<file path="config.mk">
export PLATFORM = sky130hd
export DESIGN_NAME = scl_timing_gen
export DESIGN_NICKNAME = d
export VERILOG_FILES = /design/src/rtl/scl_timing_pkg.sv /design/src/rtl/scl_unit_timer.sv /design/src/rtl/scl_setup_delay.sv /design/src/rtl/scl_timing_gen.sv
export SDC_FILE = /design/constraint.sdc
export NUM_CORES = 1
export LEC_CHECK = 0
export ABC_CLOCK_PERIOD_IN_PS = 3030
export CAP_MARGIN = 20
export CORE_ASPECT_RATIO = 1.4
export CORE_MARGIN = 2
export CORE_UTILIZATION = 50
export CTS_CLUSTER_SIZE = 24
export DETAILED_ROUTE_END_ITERATION = 10
export PLACE_DENSITY = 0.81
export SETUP_SLACK_MARGIN = 0.02
export SYNTH_ARGS = -nofsm -noshare
export SYNTH_HDL_FRONTEND = slang
export SYNTH_SLANG_ARGS = --single-unit
</file>
<file path="constraint.sdc">
create_clock -name clk -period 3.03 [get_ports clk]
set_input_delay 0.303 -clock clk [delete_from_list [all_inputs] [get_ports clk]]
set_output_delay 0.303 -clock clk [all_outputs]
set_load 0.01 [all_outputs]
</file>
<file path="src/rtl/scl_timing_pkg.sv">
package scl_timing_pkg;

    localparam int CNT_W  = 16;
    localparam int UNIT_W = 2;

    typedef enum logic [2:0] {
        ST_IDLE,
        ST_LOW,
        ST_HIGH,
        ST_STRETCH,
        ST_SETUP
    } scl_state_e;

    typedef enum logic [1:0] {
        SPD_STD      = 2'd0,
        SPD_FAST     = 2'd1,
        SPD_FASTPLUS = 2'd2,
        SPD_HIGH     = 2'd3
    } spd_e;

    // Baud units spent low per period; fast modes stretch the low phase.
    function automatic logic [UNIT_W-1:0] low_units(input logic [1:0] mode);
        logic [UNIT_W-1:0] u;
        case (mode)
            SPD_FAST, SPD_FASTPLUS: u = UNIT_W'(2);
            default:                u = UNIT_W'(1);
        endcase
        return u;
    endfunction

endpackage

</file>
<file path="src/rtl/scl_unit_timer.sv">
module scl_unit_timer #(
    parameter int CNT_W = 16
) (
    input  logic             clk,
    input  logic             rst_n,
    input  logic             clear,
    input  logic             run,
    input  logic [CNT_W-1:0] limit,
    output logic             unit_done
);

    logic [CNT_W-1:0] cnt_q;

    // limit is always at least one, so limit-1 does not wrap
    assign unit_done = run && (cnt_q == limit - CNT_W'(1));

    always_ff @(posedge clk) begin
        if (!rst_n) begin
            cnt_q <= '0;
        end else if (clear) begin
            cnt_q <= '0;
        end else if (run) begin
            if (unit_done) cnt_q <= '0;
            else           cnt_q <= cnt_q + CNT_W'(1);
        end
    end

endmodule

</file>
<file path="src/rtl/scl_setup_delay.sv">
module scl_setup_delay #(
    parameter int CNT_W = 16
) (
    input  logic             clk,
    input  logic             rst_n,
    input  logic             load,
    input  logic [CNT_W-1:0] load_val,
    input  logic             run,
    output logic             expired
);

    logic [CNT_W-1:0] cnt_q;

    assign expired = run && (cnt_q == '0);

    always_ff @(posedge clk) begin
        if (!rst_n) begin
            cnt_q <= '0;
        end else if (load) begin
            cnt_q <= load_val;
        end else if (run && (cnt_q != '0)) begin
            cnt_q <= cnt_q - CNT_W'(1);
        end
    end

endmodule

</file>
<file path="src/rtl/scl_timing_gen.sv">
module scl_timing_gen
    import scl_timing_pkg::*;
#(
    parameter int WORD_W    = 32,
    parameter int BAUD_LSB  = 0,
    parameter int SETUP_LSB = 16
) (
    input  logic              clk,
    input  logic              rst_n,
    input  logic              enable,
    input  logic              start,
    input  logic [WORD_W-1:0] baud_word,
    input  logic [WORD_W-1:0] setup_word,
    input  logic [1:0]        speed_mode,
    input  logic              scl_in,
    output logic              scl_drive_low,
    output logic              fall_tick,
    output logic              rise_tick,
    output logic              setup_done_tick,
    output logic              active
);

    localparam int BAUD_MSB  = BAUD_LSB + CNT_W - 1;
    localparam int SETUP_MSB = SETUP_LSB + CNT_W - 1;

    scl_state_e        state_q, state_nx;
    logic [CNT_W-1:0]  baud_q, setup_q;
    logic [UNIT_W-1:0] low_units_q, units_left_q;
    logic              fall_q, rise_q, resume_q;

    logic [CNT_W-1:0]  baud_field, baud_eff, setup_field;
    logic              start_ok;
    logic              unit_done, setup_expired;
    logic              tmr_clear, tmr_run;
    logic              dly_load, dly_run;
    logic              unused_bits;

    assign baud_field  = baud_word[BAUD_MSB:BAUD_LSB];
    assign setup_field = setup_word[SETUP_MSB:SETUP_LSB];
    assign baud_eff    = (baud_field == '0) ? CNT_W'(1) : baud_field;
    assign unused_bits = ^{baud_word[WORD_W-1:BAUD_MSB+1], setup_word[SETUP_LSB-1:0]};

    assign start_ok = enable && start && (state_q == ST_IDLE);

    // Unit timer: one baud count per unit, frozen while SCL is held low
    assign tmr_clear = start_ok || !enable;
    assign tmr_run   = (state_q == ST_LOW) || ((state_q == ST_HIGH) && scl_in);

    scl_unit_timer #(.CNT_W(CNT_W)) u_unit (
        .clk       (clk),
        .rst_n     (rst_n),
        .clear     (tmr_clear),
        .run       (tmr_run),
        .limit     (baud_q),
        .unit_done (unit_done)
    );

    // Setup delay: loaded when the stretched line is first seen high
    assign dly_load = (state_q == ST_STRETCH) && scl_in;
    assign dly_run  = (state_q == ST_SETUP) && scl_in;

    scl_setup_delay #(.CNT_W(CNT_W)) u_setup (
        .clk      (clk),
        .rst_n    (rst_n),
        .load     (dly_load),
        .load_val (setup_q),
        .run      (dly_run),
        .expired  (setup_expired)
    );

    // Next-state logic
    always_comb begin
        state_nx = state_q;
        unique case (state_q)
            ST_IDLE: begin
                if (start_ok) state_nx = ST_LOW;
            end
            ST_LOW: begin
                if (unit_done && (units_left_q == UNIT_W'(1))) state_nx = ST_HIGH;
            end
            ST_HIGH: begin
                if (!scl_in)        state_nx = ST_STRETCH;
                else if (unit_done) state_nx = ST_LOW;
            end
            ST_STRETCH: begin
                if (scl_in) state_nx = ST_SETUP;
            end
            ST_SETUP: begin
                if (!scl_in)            state_nx = ST_STRETCH;
                else if (setup_expired) state_nx = ST_HIGH;
            end
            default: state_nx = ST_IDLE;
        endcase
        if (!enable) state_nx = ST_IDLE;
    end

    // State register, captured configuration and edge strobes
    always_ff @(posedge clk) begin
        if (!rst_n) begin
            state_q      <= ST_IDLE;
            baud_q       <= CNT_W'(1);
            setup_q      <= '0;
            low_units_q  <= UNIT_W'(1);
            units_left_q <= '0;
            fall_q       <= 1'b0;
            rise_q       <= 1'b0;
            resume_q     <= 1'b0;
        end else begin
            state_q  <= state_nx;
            fall_q   <= (state_nx == ST_LOW) && (state_q != ST_LOW);
            rise_q   <= (state_q == ST_LOW) && (state_nx == ST_HIGH);
            resume_q <= (state_q == ST_SETUP) && (state_nx == ST_HIGH);
            if (start_ok) begin
                baud_q       <= baud_eff;
                setup_q      <= setup_field;
                low_units_q  <= low_units(speed_mode);
                units_left_q <= low_units(speed_mode);
            end else if ((state_q == ST_HIGH) && (state_nx == ST_LOW)) begin
                units_left_q <= low_units_q;
            end else if ((state_q == ST_LOW) && unit_done) begin
                units_left_q <= units_left_q - UNIT_W'(1);
            end
        end
    end

    // Outputs
    always_comb begin
        scl_drive_low   = (state_q == ST_LOW);
        active          = (state_q != ST_IDLE);
        fall_tick       = fall_q;
        rise_tick       = rise_q;
        setup_done_tick = resume_q;
    end

endmodule

</file>
==> results of run 1 <==
-- cell families (layout without fill, tap and decap cells) --
family,count (synthesis),in the layout
simple gates,217,217
compound gates,98,98
flops,74,74
xor+xnor,49,49
buf+inv,36,77
fa+ha+maj,4,4
mux,3,3
-- cell type report --
| class | instances | area, sq um |
|---|---|---|
| Clock inverter | 6 | 114 |
| Clock buffer | 10 | 138 |
| Multi-Input combinational cell | 371 | 2140 |
| Inverter | 10 | 37.5 |
| Fill cell | 641 | 2840 |
| Sequential cell | 74 | 1480 |
| Timing Repair Buffer | 51 | 490 |
| Tap cell | 97 | 121 |
-- power by group through the flow --
stage	clock, W	combinational [W]	sequential, W
after floorplan	0	0.000139	0.00103
after global placement	0	0.000209	0.00104
final	0.000952	0.000216	0.00102
after detailed placement	0	0.000213	0.00104
after global routing	0.00101	0.000239	0.00103
after CTS	0.000960	0.000216	0.00102
-- worst max path at each step --
stage | from | cells after the start | slack (ps) | end
after CTS | baud_q[0] | 8 | 180 | state_q[1]
after floorplan | baud_q[0] | 11 | 350 | state_q[1]
after global placement | baud_q[0] | 8 | 280 | state_q[1]
after detailed placement | baud_q[0] | 8 | 220 | state_q[1]
final | baud_q[0] | 8 | 170 | state_q[1]
after global routing | baud_q[0] | 9 | -5 | u_unit.cnt_q[13]
-- Yosys cell counts (3+ instances only) --
library cell,count
clkbuf_1,19
and3_1,9
o21ai_0,19
nor2_1,42
xor2_1,22
o211ai_1,4
a21o_1,3
a31oi_1,5
nor2b_1,4
nor3_1,10
xnor2_1,27
dfxtp_1,74
ha_1,4
nand2_1,91
nand4_1,7
nand3_1,19
or4_1,3
a21oi_1,51
inv_1,10
nor4_1,10
-- layer usage --
layer  vias up  track usage (%)  part of all wire (%)  wire length [um]
met3        31             5.96                   4.0               342
met1      1544             23.0                    39              3370
met2        71             40.1                    53              4540
met5         -                0                     0                 0
met4         0             12.4                   4.3               371
li1       1735                -                     -                 -
-- per-stage QoR --
stage	setup slack (ps)	power, W
floorplan	353	0.00117
global route	-5.25	0.00227
global placement	280	0.00125
detailed placement	223	0.00126
CTS	178	0.00220
finish	174	0.00219
-- flip-flops by register name, indices dropped and copies added, names as in the netlist, 2 cells and up --
register	count
units_left_q	2
low_units_q	2
baud_q	16
u_setup.cnt_q	16
setup_q	16
u_unit.cnt_q	16
state_q	3
-- critical path, stage by stage, from the launching register on --
cell,delay (ps)
dfxtp_1,360
or4_1,680
nor3_2,380
nand3_1,140
xnor2_1,190
nor3_2,310
nand3_2,150
or4_4,450
a21oi_2,140
==> impl_metrics.py, run 1 <==
metrics = {
    "synth": {
        "ys_warn_count": 0,
        "syn_area_per_cell_sq_um": 7.93,
        "synth-simple-area-share_pct": 27.8,
        "synth_compound_area_share_pct": 15.0,
        "netlist_area_sq_mm": 0.00382,
        "synth_top_family_by_area": "simple AND/OR/NAND/NOR gates",
        "synth.net_count": 556,
        "yosys.area_share.xor_xnor_pct": 11.2,
        "synthArstFlopShare_pct": 0,
        "synth_seq_area_share_pct": 38.8,
        "synthMuxAreaShare_pct": 0.820,
        "synth_top_area_cell": "dfxtp_1",
        "synth_seq_cells": 74,
        "ys_dominant_reg_cell": "dfxtp_1",
        "synth.top_cell.area_share_pct": 38.8,
        "synthTopCellsByArea": "dfxtp_1 (39%), nand2_1 (9.0%), a21oi_1 (6.7%), xnor2_1 (6.2%), xor2_1 (5.0%)",
        "synth_fa_ha_area_share_pct": 1.31,
        "synth_cells": 481,
        "synth_edf_count": 0,
        "synth_cell_types": 56,
    },
    "sta": {
        "grt_setup_unrepaired": "true",
        "hold_ws_ps": 453,
        "hold_violations": 0,
        "slew_headroom_pct": 61.1,
        "timing.final.crit_share_pct": 94.3,
        "fin_skew_ps": 7.33,
        "tns_ps": 0,
        "slew_viol_final": 0,
        "max_freq_ghz": 0.350,
        "finalCriticalPeriod_ps": 2860,
        "setup_viol": 0,
        "tightest_slew_ps": 578,
    },
    "die": {
        "io_pins": 76,
        "die_h_um": 107,
        "start_util_pct": 51.8,
        "dieArea_sq_mm": 0.00836,
        "die_x_um": 77.8,
        "core_sq_mm": 0.00736,
        "row_count": 37,
    },
    "finish": {
        "n_antenna_cell": 0,
        "final_cell_mix": "nand2_1 (91), dfxtp_1 (74), a21oi_1 (51)",
        "fin_cells": 619,
        "layout_commonest_cell": "nand2_1",
        "stdcell_area_sq_mm": 0.00453,
        "final_util_pct": 61.5,
        "drive_gt1_share_pct": 7.09,
        "areaGrowthSynthToFinish_pct": 18.6,
        "num-nets-final": 592,
    },
    "global_routing": {
        "grt_max_degree": 39,
        "grt_util_all_layers_pct": 22.3,
        "first_global_vias": 3366,
        "antenna_found_initial": 0,
        "grt_pass1_wl_um": 14700,
        "grt-ovfl-total": 0,
    },
    "placed_design": {
        "dpl.hpwl_um": 6260,
        "dp.cells": 603,
        "portBuffers": 43,
        "dpl_cell_area_sq_mm": 0.00427,
        "globalplace.congestion": 0.837,
    },
    "worst_setup_path": {
        "path_class": "flop to flop",
        "worstSetupStartpointType": "flop",
        "cp.arrival_ps": 3160,
        "timing.rr.start": "baud_q[0]",
        "ff2ff_path_depth": 8,
        "r2r_slack_ps": 170,
        "crit_path_end_kind": "flop",
        "required_ps": 3330,
        "crit_fanout": 6,
        "r2r_end": "state_q[1]",
    },
    "pwr": {
        "p_int_w": 0.00167,
        "p_clk_share_pct": 43.5,
        "power_density_mw_per_mm2": 484,
        "swShare_pct": 23.6,
        "leakagePower_nw": 1.62,
        "seqPwrFrac_pct": 46.7,
        "power_frac_comb_pct": 9.8,
        "p_sw_w": 0.000515,
        "vdd_drop_max_mv": 0.328,
    },
    "route": {
        "routed_wl_um": 8620,
        "drt_pass1_iterations": 4,
        "wire_per_inst_um": 13.9,
        "num_vias": 3381,
        "viasPerCell": 5.46,
        "route.detailed.drc": 0,
        "drt_iter0_drc": 171,
        "ant_nets": 0,
    },
    "clock_tree": {
        "clockBufferDepth": 2,
        "ctsHoldBuffers": 0,
        "cts-buffers-inserted": 9,
        "cts_setup_buffers": 0,
        "insertion_delay_ps": 370,
        "ctsRootBufferMaster": "clkbuf_8",
        "clk_pin_slew_ps": 80,
        "cts_resized": 0,
        "htreeDepth": 3,
        "cts_tree": "done",
        "cts.sinks": 74,
    },
    "min_path": {
        "min_path_cells": 2,
        "min_to": "setup_q[8]",
        "min_from": "setup_q[8]",
        "min_path_type": "flop to flop",
    },
    "flow_run": {
        "maxCapViolCount": 0,
    },
    "outcome": {
        "status": "completed",
    },
}
Note: power is estimated with default switching activity, not from simulation.
==> inputs of run 2 (changes only) <==
--- a/config.mk
+++ b/config.mk
@@ -8,7 +8,6 @@
 export ABC_CLOCK_PERIOD_IN_PS = 3030
 export CAP_MARGIN = 20
 export CORE_ASPECT_RATIO = 1.4
-export CORE_MARGIN = 2
 export CORE_UTILIZATION = 50
 export CTS_CLUSTER_SIZE = 24
 export DETAILED_ROUTE_END_ITERATION = 10
==> run 2 against run 1 <==
Clock power decreased by 16%; via count up 1.6%; design area shrank 0.80%; combinational power hardly changed; utilization is 0.49 points lower; sequential share of layout area increased by 0.26 points; critical path type unchanged; clock skew up 2.6 ps; setup slack lost 54 ps; critical path depth is the same.
==> impl_metrics.py, run 2 (same netlist as run 1, synthesis figures left out) <==
metrics = {
    "pwr": {
        "seqPwrFrac_pct": 50.1,
        "leakagePower_nw": 1.60,
        "power_density_mw_per_mm2": 455,
        "p_int_w": 0.00155,
        "power_frac_comb_pct": 10.7,
        "p_sw_w": 0.000495,
        "vdd_drop_max_mv": 0.362,
        "p_clk_share_pct": 39.2,
        "swShare_pct": 24.3,
    },
    "sta": {
        "setup_viol": 0,
        "finalCriticalPeriod_ps": 2910,
        "slew_headroom_pct": 62.5,
        "timing.final.crit_share_pct": 96.1,
        "fin_skew_ps": 9.94,
        "hold_ws_ps": 455,
        "hold_violations": 0,
        "fin_ws_ps": 119,
        "slew_viol_final": 0,
        "tightest_slew_ps": 558,
        "max_freq_ghz": 0.344,
    },
    "global_routing": {
        "grt-busiest-layer": "met2",
        "grt_use_met3_pct": 4.97,
        "first_global_vias": 3254,
        "grt_pass1_wl_um": 14800,
        "grt_util_all_layers_pct": 24.4,
        "grt_use_met2_pct": 42.0,
        "grt_max_degree": 39,
        "grt-ovfl-total": 0,
        "antenna_found_initial": 0,
        "met1_usage_pct": 27.3,
    },
    "route": {
        "wire_per_inst_um": 14.1,
        "num_vias": 3436,
        "drt_iter0_drc": 208,
        "route.detailed.drc": 0,
        "drt_pass1_iterations": 5,
        "ant_nets": 0,
        "viasPerCell": 5.56,
        "routed_wl_um": 8740,
    },
    "placed_design": {
        "dpl.hpwl_um": 6280,
        "dp.cells": 603,
        "globalplace.congestion": 0.887,
        "dpl_cell_area_sq_mm": 0.00427,
        "dp_worst_setup_slack_ps": 213,
        "portBuffers": 43,
    },
    "finish": {
        "fin_cells": 618,
        "drive_gt1_share_pct": 6.91,
        "n_antenna_cell": 0,
        "final_cell_mix": "nand2_1 (91), dfxtp_1 (74), a21oi_1 (51)",
        "num-nets-final": 592,
        "final_util_pct": 61.0,
        "layout_commonest_cell": "nand2_1",
        "multi_input_area_sq_mm": 0.00215,
        "areaGrowthSynthToFinish_pct": 17.6,
        "regArea_sq_mm": 0.00148,
        "num-fill-cells": 640,
        "stdcell_area_sq_mm": 0.00449,
    },
    "die": {
        "die_h_um": 105,
        "start_util_pct": 51.8,
        "row_count": 37,
        "dieArea_sq_mm": 0.00799,
        "die_x_um": 75.8,
        "core_sq_mm": 0.00736,
        "io_pins": 76,
    },
    "min_path": {
        "min_from": "setup_q[6]",
        "min_to": "setup_q[6]",
        "min_path_type": "flop to flop",
        "min_path_cells": 2,
    },
    "worst_setup_path": {
        "startpoint": "baud_q[0]",
        "cp_slowest_cell": "or4_1",
        "timing.rr.start": "baud_q[0]",
        "crit_buf_inv": 0,
        "cp_top_family": "simple AND/OR/NAND/NOR gates",
        "ff2ff_path_depth": 8,
        "crit_fanout": 6,
        "slowest_delay_ps": 700,
        "required_ps": 3330,
        "r2r_slack_ps": 120,
        "path_class": "flop to flop",
        "worstSetupStartpointType": "flop",
        "r2r_end": "state_q[1]",
        "cp.arrival_ps": 3210,
        "crit_path_end_kind": "flop",
        "cp_cell_sequence": "or4_1, o21a_1, o311ai_0, a21oi_1, nor3_2, nand3_2, or4_4, a21oi_2",
    },
    "flow_run": {
        "maxCapViolCount": 0,
    },
    "clock_tree": {
        "insertion_delay_ps": 370,
        "cts_tree": "done",
        "ctsRootBufferMaster": "clkbuf_8",
        "cts.sinks": 74,
        "htreeDepth": 3,
        "clk_pin_slew_ps": 70,
        "clockBufferDepth": 2,
        "ctsHoldBuffers": 0,
        "cts-buffers-inserted": 9,
    },
    "outcome": {
        "status": "completed",
    },
}
## run 2: cell types whose count changed in the layout (fill, tap and decap cells not counted)
cell	previous run	this run
bufinv_16	3	1
clkbuf_8	10	12
clkinvlp_4	2	0
clkbuf_1	0	1
clkinv_2	0	1
clkinv_4	1	0
nand3_1	19	18
nand3_2	1	2
nor3_2	2	1
nor3_4	0	1
## run 2: power by group through the flow
stage | Combinational, W | Clock, W | Sequential [W]
floorplan | 0.000139 | 0 | 0.00103
global placement | 0.000208 | 0 | 0.00104
detailed placement | 0.000213 | 0 | 0.00104
CTS | 0.000215 | 0.000807 | 0.00102
global route | 0.000240 | 0.000847 | 0.00103
finish | 0.000219 | 0.000800 | 0.00102
## run 2: worst max path at each step
stage	endpoint	slack, ps	cells after the start
after floorplan	state_q[1]	350	11
after global placement	state_q[1]	280	8
after detailed placement	state_q[1]	210	8
after CTS	state_q[1]	180	8
after global routing	state_q[1]	-9	8
final	state_q[1]	120	8
## run 2: per-layer routing
| metal | vias to the layer above | wire length (um) |
|---|---|---|
| li1 | 1735 | - |
| met1 | 1596 | 3420 |
| met2 | 84 | 4820 |
| met3 | 21 | 288 |
| met4 | 0 | 209 |
| met5 | - | 0 |
## run 2: timing repair
| action | 4_1_cts | 5_1_grt |
|---|---|---|
| resized for setup | 0 | 2 |
| endpoints found under the setup margin | 0 | 15 |
| setup buffers | 0 | 0 |
## run 2: worst reg2reg max path, delay by kind of cell, from the launching register on
kind	cells	cell delay, ps
compound gates	4	900
flops	1	370
simple gates	4	1570
## run 2: per-stage QoR
stage,TNS [ps],total power (W)
finish,0,0.00204
global route,-9.37,0.00211
CTS,0,0.00204
detailed placement,0,0.00126
global placement,0,0.00125
floorplan,0,0.00117
## run 2: layout make-up
type	count	area share, %
Clock buffer	13	3.76
Multi-Input combinational cell	371	48.0
Clock inverter	2	0.780
Tap cell	97	2.70
Sequential cell	74	33.0
Timing Repair Buffer	51	10.9
Inverter	10	0.836
